`config.mk`:
```
export PLATFORM = sky130hd
export DESIGN_NAME = vid_timing_seq
export DESIGN_NICKNAME = d
export VERILOG_FILES = /design/src/rtl/vts_pkg.sv /design/src/rtl/vts_frac_acc.sv /design/src/rtl/vts_cycle_ctr.sv /design/src/rtl/vts_line_track.sv /design/src/rtl/vid_timing_seq.sv
export SDC_FILE = /design/constraint.sdc
export NUM_CORES = 1
export LEC_CHECK = 0
export BUFFER_PORTS_ARGS = -buffer_cell sky130_fd_sc_hd__clkbuf_2
export CAP_MARGIN = 25
export CORE_MARGIN = 2
export CORE_UTILIZATION = 40
export CTS_CLUSTER_SIZE = 40
export DETAILED_ROUTE_END_ITERATION = 10
export GPL_TIMING_DRIVEN = 0
export SYNTH_ARGS = -nofsm -noshare
export SYNTH_HDL_FRONTEND = slang
export SYNTH_SLANG_ARGS = --single-unit
```
`constraint.sdc`:
```
create_clock -name clk -period 3.8 [get_ports clk]
set_input_delay 0.38 -clock clk [delete_from_list [all_inputs] [get_ports clk]]
set_output_delay 0.38 -clock clk [all_outputs]
set_load 0.05 [all_outputs]
```
`src/rtl/vts_pkg.sv`:
```
package vts_pkg;

    typedef enum logic [1:0] {
        S_INIT    = 2'd0,
        S_ACTIVE  = 2'd1,
        S_VBLANK  = 2'd2
    } vts_state_e;

endpackage

```
`src/rtl/vts_frac_acc.sv`:
```
module vts_frac_acc #(
    parameter int ACC_W = 32,
    parameter int FRAC_W = 12,
    parameter logic [ACC_W-1:0] NTSC_STEP = 32'd8791293,
    parameter logic [ACC_W-1:0] PAL_STEP  = 32'd8864320,
    localparam int LEN_W = ACC_W - FRAC_W
) (
    input  logic             clk,
    input  logic             rst_n,
    input  logic             load_i,
    input  logic             pal_i,
    output logic [LEN_W-1:0] len_o
);

    logic [FRAC_W-1:0] frac_q;
    logic [ACC_W-1:0]  sum;

    // integer part sizes the next line, fractional part carries forward
    always_comb begin
        sum   = ACC_W'(frac_q) + (pal_i ? PAL_STEP : NTSC_STEP);
        len_o = sum[ACC_W-1:FRAC_W];
    end

    always_ff @(posedge clk) begin
        if (!rst_n) begin
            frac_q <= '0;
        end else if (load_i) begin
            frac_q <= sum[FRAC_W-1:0];
        end
    end

endmodule

```
`src/rtl/vts_cycle_ctr.sv`:
```
module vts_cycle_ctr #(
    parameter int LEN_W = 20
) (
    input  logic             clk,
    input  logic             rst_n,
    input  logic             run_i,
    input  logic             load_i,
    input  logic [LEN_W-1:0] len_i,
    output logic             end_o
);

    logic [LEN_W-1:0] cnt_q;

    assign end_o = run_i && (cnt_q == '0);

    always_ff @(posedge clk) begin
        if (!rst_n) begin
            cnt_q <= '0;
        end else if (load_i) begin
            cnt_q <= len_i - 1'b1;
        end else if (run_i) begin
            cnt_q <= cnt_q - 1'b1;
        end
    end

endmodule

```
`src/rtl/vts_line_track.sv`:
```
module vts_line_track #(
    parameter int NTSC_LINES  = 263,
    parameter int PAL_LINES   = 313,
    parameter int AUDIO_LINES = 32,
    parameter int FRAME_W     = 16,
    parameter int LINE_W      = 9,
    localparam int AUD_W      = (AUDIO_LINES > 1) ? $clog2(AUDIO_LINES) : 1
) (
    input  logic               clk,
    input  logic               rst_n,
    input  logic               step_i,
    input  logic               pal_i,
    output logic [LINE_W-1:0]  line_o,
    output logic [FRAME_W-1:0] frame_o,
    output logic               wrap_o,
    output logic               aud_due_o
);

    localparam logic [LINE_W-1:0] NTSC_LAST = LINE_W'(NTSC_LINES - 1);
    localparam logic [LINE_W-1:0] PAL_LAST  = LINE_W'(PAL_LINES - 1);

    logic [LINE_W-1:0]  line_q;
    logic [FRAME_W-1:0] frame_q;
    logic               at_last;

    assign at_last = (line_q == (pal_i ? PAL_LAST : NTSC_LAST));
    assign wrap_o  = step_i && at_last;
    assign line_o  = line_q;
    assign frame_o = frame_q;

    always_ff @(posedge clk) begin
        if (!rst_n) begin
            line_q  <= '0;
            frame_q <= '0;
        end else if (step_i) begin
            if (at_last) begin
                line_q  <= '0;
                frame_q <= frame_q + 1'b1;
            end else begin
                line_q  <= line_q + 1'b1;
            end
        end
    end

    generate
        if (AUDIO_LINES > 1) begin : g_aud_cnt
            logic [AUD_W-1:0] aud_q;
            assign aud_due_o = step_i && (aud_q == AUD_W'(AUDIO_LINES - 1));
            always_ff @(posedge clk) begin
                if (!rst_n) begin
                    aud_q <= '0;
                end else if (step_i) begin
                    aud_q <= aud_due_o ? '0 : aud_q + 1'b1;
                end
            end
        end else begin : g_aud_every
            assign aud_due_o = step_i;
        end
    endgenerate

endmodule

```
`src/rtl/vid_timing_seq.sv`:
```
module vid_timing_seq
    import vts_pkg::*;
#(
    parameter int ACC_W       = 32,
    parameter int FRAC_W      = 12,
    parameter logic [ACC_W-1:0] NTSC_STEP = 32'd8791293,
    parameter logic [ACC_W-1:0] PAL_STEP  = 32'd8864320,
    parameter int NTSC_LINES  = 263,
    parameter int PAL_LINES   = 313,
    parameter int VBL_LINE    = 240,
    parameter int AUDIO_LINES = 32,
    parameter int FRAME_W     = 16,
    localparam int MAX_LINES  = (PAL_LINES > NTSC_LINES) ? PAL_LINES : NTSC_LINES,
    localparam int LINE_W     = $clog2(MAX_LINES),
    localparam int LEN_W      = ACC_W - FRAC_W
) (
    input  logic               clk,
    input  logic               rst_n,
    input  logic               pal_sel_i,
    input  logic               interlace_en_i,
    output logic               hsync_o,
    output logic               audio_tick_o,
    output logic               vblank_irq_o,
    output logic               vblank_o,
    output logic [LINE_W-1:0]  line_o,
    output logic [FRAME_W-1:0] frame_o,
    output logic               field_o,
    output logic               pal_active_o
);

    localparam logic [LINE_W-1:0] VBL_PREV = LINE_W'(VBL_LINE - 1);

    vts_state_e         state_q, state_d;
    logic               std_q;
    logic               in_init;
    logic               line_end;
    logic               wrap;
    logic               aud_due;
    logic               load;
    logic               step_sel;
    logic               hit_vbl;
    logic [LEN_W-1:0]   len_next;
    logic [LINE_W-1:0]  line_cur;
    logic [FRAME_W-1:0] frame_cur;

    logic hsync_q, audio_q, irq_q, field_q;

    assign in_init  = (state_q == S_INIT);
    assign load     = in_init || line_end;
    assign step_sel = (in_init || wrap) ? pal_sel_i : std_q;
    assign hit_vbl  = line_end && (line_cur == VBL_PREV);

    vts_frac_acc #(
        .ACC_W    (ACC_W),
        .FRAC_W   (FRAC_W),
        .NTSC_STEP(NTSC_STEP),
        .PAL_STEP (PAL_STEP)
    ) u_acc (
        .clk   (clk),
        .rst_n (rst_n),
        .load_i(load),
        .pal_i (step_sel),
        .len_o (len_next)
    );

    vts_cycle_ctr #(
        .LEN_W(LEN_W)
    ) u_ctr (
        .clk   (clk),
        .rst_n (rst_n),
        .run_i (!in_init),
        .load_i(load),
        .len_i (len_next),
        .end_o (line_end)
    );

    vts_line_track #(
        .NTSC_LINES (NTSC_LINES),
        .PAL_LINES  (PAL_LINES),
        .AUDIO_LINES(AUDIO_LINES),
        .FRAME_W    (FRAME_W),
        .LINE_W     (LINE_W)
    ) u_trk (
        .clk      (clk),
        .rst_n    (rst_n),
        .step_i   (line_end),
        .pal_i    (std_q),
        .line_o   (line_cur),
        .frame_o  (frame_cur),
        .wrap_o   (wrap),
        .aud_due_o(aud_due)
    );

    // next-state logic
    always_comb begin
        state_d = state_q;
        unique case (state_q)
            S_INIT:   state_d = S_ACTIVE;
            S_ACTIVE: if (hit_vbl) state_d = S_VBLANK;
            S_VBLANK: if (wrap)    state_d = S_ACTIVE;
            default:  state_d = S_INIT;
        endcase
    end

    // state register and latched standard
    always_ff @(posedge clk) begin
        if (!rst_n) begin
            state_q <= S_INIT;
            std_q   <= 1'b0;
        end else begin
            state_q <= state_d;
            if (in_init || wrap) begin
                std_q <= pal_sel_i;
            end
        end
    end

    // registered outputs
    always_ff @(posedge clk) begin
        if (!rst_n) begin
            hsync_q <= 1'b0;
            audio_q <= 1'b0;
            irq_q   <= 1'b0;
            field_q <= 1'b0;
        end else begin
            hsync_q <= line_end;
            audio_q <= aud_due;
            irq_q   <= hit_vbl;
            if (wrap) begin
                field_q <= interlace_en_i & ~frame_cur[0];
            end
        end
    end

    assign hsync_o      = hsync_q;
    assign audio_tick_o = audio_q;
    assign vblank_irq_o = irq_q;
    assign vblank_o     = (state_q == S_VBLANK);
    assign line_o       = line_cur;
    assign frame_o      = frame_cur;
    assign field_o      = field_q;
    assign pal_active_o = std_q;

endmodule

```
==> results.yml, run 1 <==
logic_synthesis:
  syn_avg_cell_area_um2: 8.50
  synth_nets: 406
  synthFlopType: "dfxtp_1"
  synth_top_area_share_pct: 41.3
  async_flop_share_pct: 0
  ys_ff_latch: 69
  yosysWarnings: 0
  ys_types: 53
  synth_edf_count: 0
  synth_area_um2: 3340
  ys_seq_area_share_pct: 41.3
  synth_top_area_cell: "dfxtp_1"
  synthTopCellsByCount: "dfxtp_1, nor2_1, a21oi_1, nand2_1, xnor2_1"
  ys_top_cells_by_area: "dfxtp_1, nor2_1, xnor2_1"
  synth_cells: 393
setup_path:
  worst_ep_arrival_time_ns: 4.01
  cp.required_ns: 4.03
  crit_path_start: "u_trk.line_o[3]"
  worstRegToRegCells: 16
  r2r-start: "u_trk.line_o[3]"
  worst_r2r_endpoint: "u_ctr.cnt_q[1]"
  r2r_slack_ns: 0.02
  critPathKind: "flop to flop"
  cp-end-kind: "flop"
  cp-endpoint: "u_ctr.cnt_q[1]"
  crit_fanout: 10
  start_kind: "flop"
global_routing:
  grt_max_degree: 13
  first_global_vias: 2605
  grt_pass1_wl_um: 12300
  grtUsageTotal_pct: 17.4
  gr-total-overflow: 0
  antenna_found_initial: 0
clock_tree:
  cts-root-buf: "clkbuf_8"
  clk_latency_ns: 0.36
  cts_tree: "built"
  holdBufCountCts: 0
  cts_buffer_depth: 2
  cts_sinks: 69
  clkTransAtPathRegs_ns: 0.08
  numCtsBuffers: 9
  cts-htree-levels: 3
power:
  ir_worst_vdd_mv: 0.187
  powerDensity_nw_per_um2: 454
  power_w: 0.00180
  p_leak_nw: 1.50
routing:
  route.detailed.drc: 0
  drtAntennaViolNets: 0
  drt-vias-per-instance: 5.22
  vias: 2876
  wl_per_cell_um: 13.5
  drt-initial-drc-count: 143
  totalWireLength_um: 7450
  drt-pass1-iter-count: 4
timing:
  drv_slew: 0
  final.setup_skew_ns: 0.0153
  max_freq_ghz: 0.265
  rsz0062_at_grt: "yes"
  fin_crit_ns: 3.78
  setup_viol: 0
  tightest_slew_ns: 0.667
  fin_crit_sh_pct: 99.5
  fin_setup_tns_ns: 0
  hold_violations: 0
  maxSlewHeadroom_pct: 55.4
die:
  core_region_area_um2: 8180
  ios: 35
  die_height_um: 95.4
  start_util_pct: 40.9
  rows: 33
  die_x_um: 95.4
  dieArea_um2: 9100
placement:
  gp_congestion: 0.805
  port_buffers: 33
  hpwl_um: 5200
layout:
  syn_to_final_growth_pct: 18.7
  drive_gt1_share_pct: 20.2
  nets: 455
  diodes: 0
  final_util_pct: 48.5
  fillers: 821
hold_path:
  worst_hold_path_type: "primary input to flop"
run:
  maxCapViolCount: 0
outcome:
  status: "complete, no violations"
-- registers in the layout, indices dropped and copies added (netlist names), 2 cells and up --
signal / count
state_q: 2
u_acc.frac_q: 12
u_ctr.cnt_q: 20
u_trk.frame_o: 16
u_trk.g_aud_cnt.aud_q: 5
u_trk.line_o: 9
-- power by group --
part	internal [W]	switching (W)	leakage, nW
Sequential	0.000767	0.0000620	0.565
Combinational	0.000164	0.000203	0.840
Clock	0.000318	0.000286	0.0906
Total	0.00125	0.000551	1.50
-- logic make-up (layout without fill, tap and decap cells) --
| kind of cell | count (synthesis) | count (layout) | share of synthesized area (%) |
|---|---|---|---|
| adders and majority gates | 9 | 9 | 3.37 |
| AOI/OAI and AO/OA | 66 | 66 | 11.6 |
| DFF | 69 | 69 | 41.3 |
| buffers and inverters | 21 | 74 | 2.96 |
| and+or+nand+nor | 184 | 184 | 29.2 |
| xor gates and xnor gates | 44 | 44 | 11.5 |
-- layout make-up --
| type | instances | area, um^2 | share of cell area, % |
|---|---|---|---|
| Tap cell | 105 | 131 | 3.31 |
| Buffer | 14 | 72.6 | 1.83 |
| Inverter | 7 | 26.3 | 0.662 |
| Clock buffer | 10 | 138 | 3.47 |
| Timing Repair Buffer | 38 | 203 | 5.11 |
| Clock inverter | 5 | 61.3 | 1.55 |
| Multi-Input combinational cell | 303 | 1940 | 49.0 |
| Sequential cell | 69 | 1390 | 35.1 |
-- how the worst min path moves through the flow --
stage / from / to / slack [ns] / depth (start not counted)
final: interlace_en_i / field_o / 0.43 / 4
after floorplan: u_acc.frac_q[0] / u_acc.frac_q[0] / 0.44 / 2
after detailed placement: u_acc.frac_q[0] / u_acc.frac_q[0] / 0.45 / 2
after global routing: interlace_en_i / field_o / 0.44 / 4
after CTS: interlace_en_i / field_o / 0.41 / 4
after global placement: u_trk.g_aud_cnt.aud_q[4] / u_trk.g_aud_cnt.aud_q[4] / 0.45 / 2
-- metal layers --
| metal | GRT usage (%) | wire, um |
|---|---|---|
| met2 | 26.4 | 3410 |
| met3 | 5.45 | 380 |
| met5 | 0 | 0 |
| met4 | 5.71 | 116 |
| met1 | 23.4 | 3540 |
-- repair_timing --
action / CTS / global route
endpoints found under the setup margin: 2 / 2
buffers inserted: 0 / 5
pin swaps: 3 / 6
resized for setup: 10 / 8
-- worst max-delay path: stages (launching register included) --
cell and delay, ns:
dfxtp_4 0.37, or4_4 0.53, a2bb2oi_2 0.16, or4_4 0.56
nand3_4 0.09, inv_2 0.07, buf_6 0.15, ha_4 0.18
ha_4 0.17, or4_4 0.45, nor2_4 0.11, o21ai_1 0.08
a31oi_1 0.18, nor2b_1 0.08, ha_1 0.29, a21oi_2 0.12
nor2_1 0.05
-- metrics by stage --
stage	area (um^2)	setup WS, ns	instances	hold slack, ns
2_1_floorplan	3350	0.00999	393	0.436
3_3_place_gp	3650	-0.155	531	0.446
3_5_place_dp	3650	-0.151	531	0.452
4_1_cts	3890	0.0175	546	0.413
5_1_grt	3970	-0.126	551	0.441
6_report	3970	0.0209	551	0.427
-- placed cells by master (no fill, tap or decap), drive strengths merged, types with 2 or more instances in the layout --
master and instances:
and2 2, xnor2 26, xor2 18, nor2 69, a41oi 2, clkinvlp 3, or3 9, a31oi 3
or4 4, buf 10, inv 6, ha 9, nor2b 5, nand4 13, nand3b 3, and3 6
a21oi 33, clkinv 2, dfxtp 69, nor3 10, nor4 5, o21a 2, a211oi 3, nand3 17
and4 4, a21boi 2, clkbuf 52, o22ai 2, nand2 31, o21ai 14
No activity file was read; power rests on OpenSTA's default activity.
==> inputs of run 2 (changes only) <==
--- a/config.mk
+++ b/config.mk
@@ -12,6 +12,7 @@
 export CTS_CLUSTER_SIZE = 40
 export DETAILED_ROUTE_END_ITERATION = 10
 export GPL_TIMING_DRIVEN = 0
+export RECOVER_POWER = 50
 export SYNTH_ARGS = -nofsm -noshare
 export SYNTH_HDL_FRONTEND = slang
 export SYNTH_SLANG_ARGS = --single-unit
==> results.yml, run 2 (synthesis results as in run 1) <==
layout:
  drive_gt1_share_pct: 17.9
  regMostFlops: "u_ctr.cnt_q"
  largest_reg_flops: 20
  diodes: 0
  layout_common_cells: "nor2_1, dfxtp_1, nand2_1, a21oi_1, xnor2_1"
  final_common_cell: "nor2_1"
  fillers: 823
  fin_cells: 551
  nets: 455
  syn_to_final_growth_pct: 18.4
clock_tree:
  numCtsBuffers: 9
  cts_sinks: 69
  cts-htree-levels: 3
  cts_buffer_depth: 2
  clk_latency_ns: 0.35
  clkTransAtPathRegs_ns: 0.08
  cts_tree: "built"
  cts-root-buf: "clkbuf_8"
setup_path:
  cp.required_ns: 4.02
  crit_fanout: 10
  crit_path_start: "u_trk.line_o[3]"
  start_kind: "flop"
  critPathKind: "flop to flop"
  worst_ep_arrival_time_ns: 4.00
  cp-end-kind: "flop"
  r2r-start: "u_trk.line_o[3]"
timing:
  final.setup_skew_ns: 0.0157
  drv_slew: 0
  setup_viol: 0
  fin_crit_ns: 3.78
  maxSlewHeadroom_pct: 55.1
  hold_violations: 0
  rsz0062_at_grt: "yes"
  max_freq_ghz: 0.265
  whs_ns: 0.434
  fin_crit_sh_pct: 99.5
  tightest_slew_ns: 0.671
routing:
  wl_per_cell_um: 13.5
  drt-vias-per-instance: 5.19
  drt-initial-drc-count: 142
  vias: 2861
  totalWireLength_um: 7440
  drtAntennaViolNets: 0
  drt-pass1-iter-count: 4
  route.detailed.drc: 0
run:
  maxCapViolCount: 0
die:
  die_x_um: 95.4
  die_height_um: 95.4
  rows: 33
  start_util_pct: 40.9
  dieArea_um2: 9100
  ios: 35
  core_region_area_um2: 8180
global_routing:
  gr-total-overflow: 0
  grtUsageTotal_pct: 17.4
  grt_max_degree: 13
  first_global_vias: 2605
  grt_pass1_wl_um: 12300
  antenna_found_initial: 0
placement:
  hpwl_um: 5200
  port_buffers: 33
  gp_congestion: 0.805
  numPlacedInstances: 531
hold_path:
  worst_hold_path_type: "primary input to flop"
  hp-start: "interlace_en_i"
power:
  pwr-share-clk_pct: 33.4
  power_w: 0.00180
  intPower_w: 0.00125
  ir_worst_vdd_mv: 0.186
  p_seq_share_pct: 46.2
  p_sw_w: 0.000547
  sw_frac_of_total_pct: 30.5
  powerDensity_nw_per_um2: 454
  combPwrFrac_pct: 20.4
  p_leak_nw: 1.46
outcome:
  status: "complete, no violations"
-- run 2: path summary, 6_finish.rpt --
| kind | end | slack (ns) | cells past startpoint |
|---|---|---|---|
| worst min register to register | u_trk.g_aud_cnt.aud_q[4] | 0.47 | 2 |
| worst min-delay path | field_o | 0.43 | 4 |
| worst max register to register | u_ctr.cnt_q[1] | 0.02 | 16 |
| worst max-delay path | u_ctr.cnt_q[1] | 0.02 | 16 |
-- run 2: layer usage --
metal  track usage, %  vias to the layer above  part of all wire [%]
met5                0                        -                     0
met1             23.4                     1330                    47
li1                 -                     1471                     -
met3             5.45                        7                   5.1
met4             5.71                        0                   1.1
met2             26.4                       53                    46
-- run 2: through the flow --
stage	area (um^2)	setup TNS, ns	setup WS [ns]	utilization [%]
floorplan	3350	0	0.00999	-
global placement	3650	-0.163	-0.155	44.6
detailed placement	3650	-0.174	-0.151	44.6
CTS	3890	0	0.0175	47.6
global route	3950	-0.130	-0.126	48.4
finish	3950	0	0.0200	48.4
-- run 2: critical path, cell delays in order, from the launching register on --
cell and delay [ns]:
dfxtp_4 0.37, or4_4 0.53, a2bb2oi_2 0.16, or4_4 0.56, nand3_4 0.09, inv_2 0.07, buf_6 0.15, ha_4 0.18
ha_4 0.17, or4_4 0.45, nor2_4 0.11, o21ai_1 0.08, a31oi_1 0.18, nor2b_1 0.08, ha_1 0.29, a21oi_2 0.12
nor2_1 0.04
-- run 2: final cells by class --
class	count	area, um^2	area share (%)
multi-input combinational	303	1940	49.1
sequential	69	1390	35.2
timing repair buffer	38	190	4.81
clock buffer	10	138	3.48
tap	105	131	3.32
buffer	14	72.6	1.84
clock inverter	5	61.3	1.55
inverter	7	26.3	0.665
-- run 2: repair_timing --
item,CTS,global route
setup buffers,0,5
gates resized for setup,10,8
hold buffers,0,0
setup endpoints to repair,2,2
pin swaps,3,6
-- run 2: power groups by stage --
stage	registers [W]	clock network (W)	logic [W]
after floorplan	0.000834	0	0.000262
final	0.000829	0.000600	0.000367
after global routing	0.000834	0.000646	0.000412
after detailed placement	0.000840	0	0.000325
after CTS	0.000825	0.000616	0.000342
after global placement	0.000839	0	0.000321
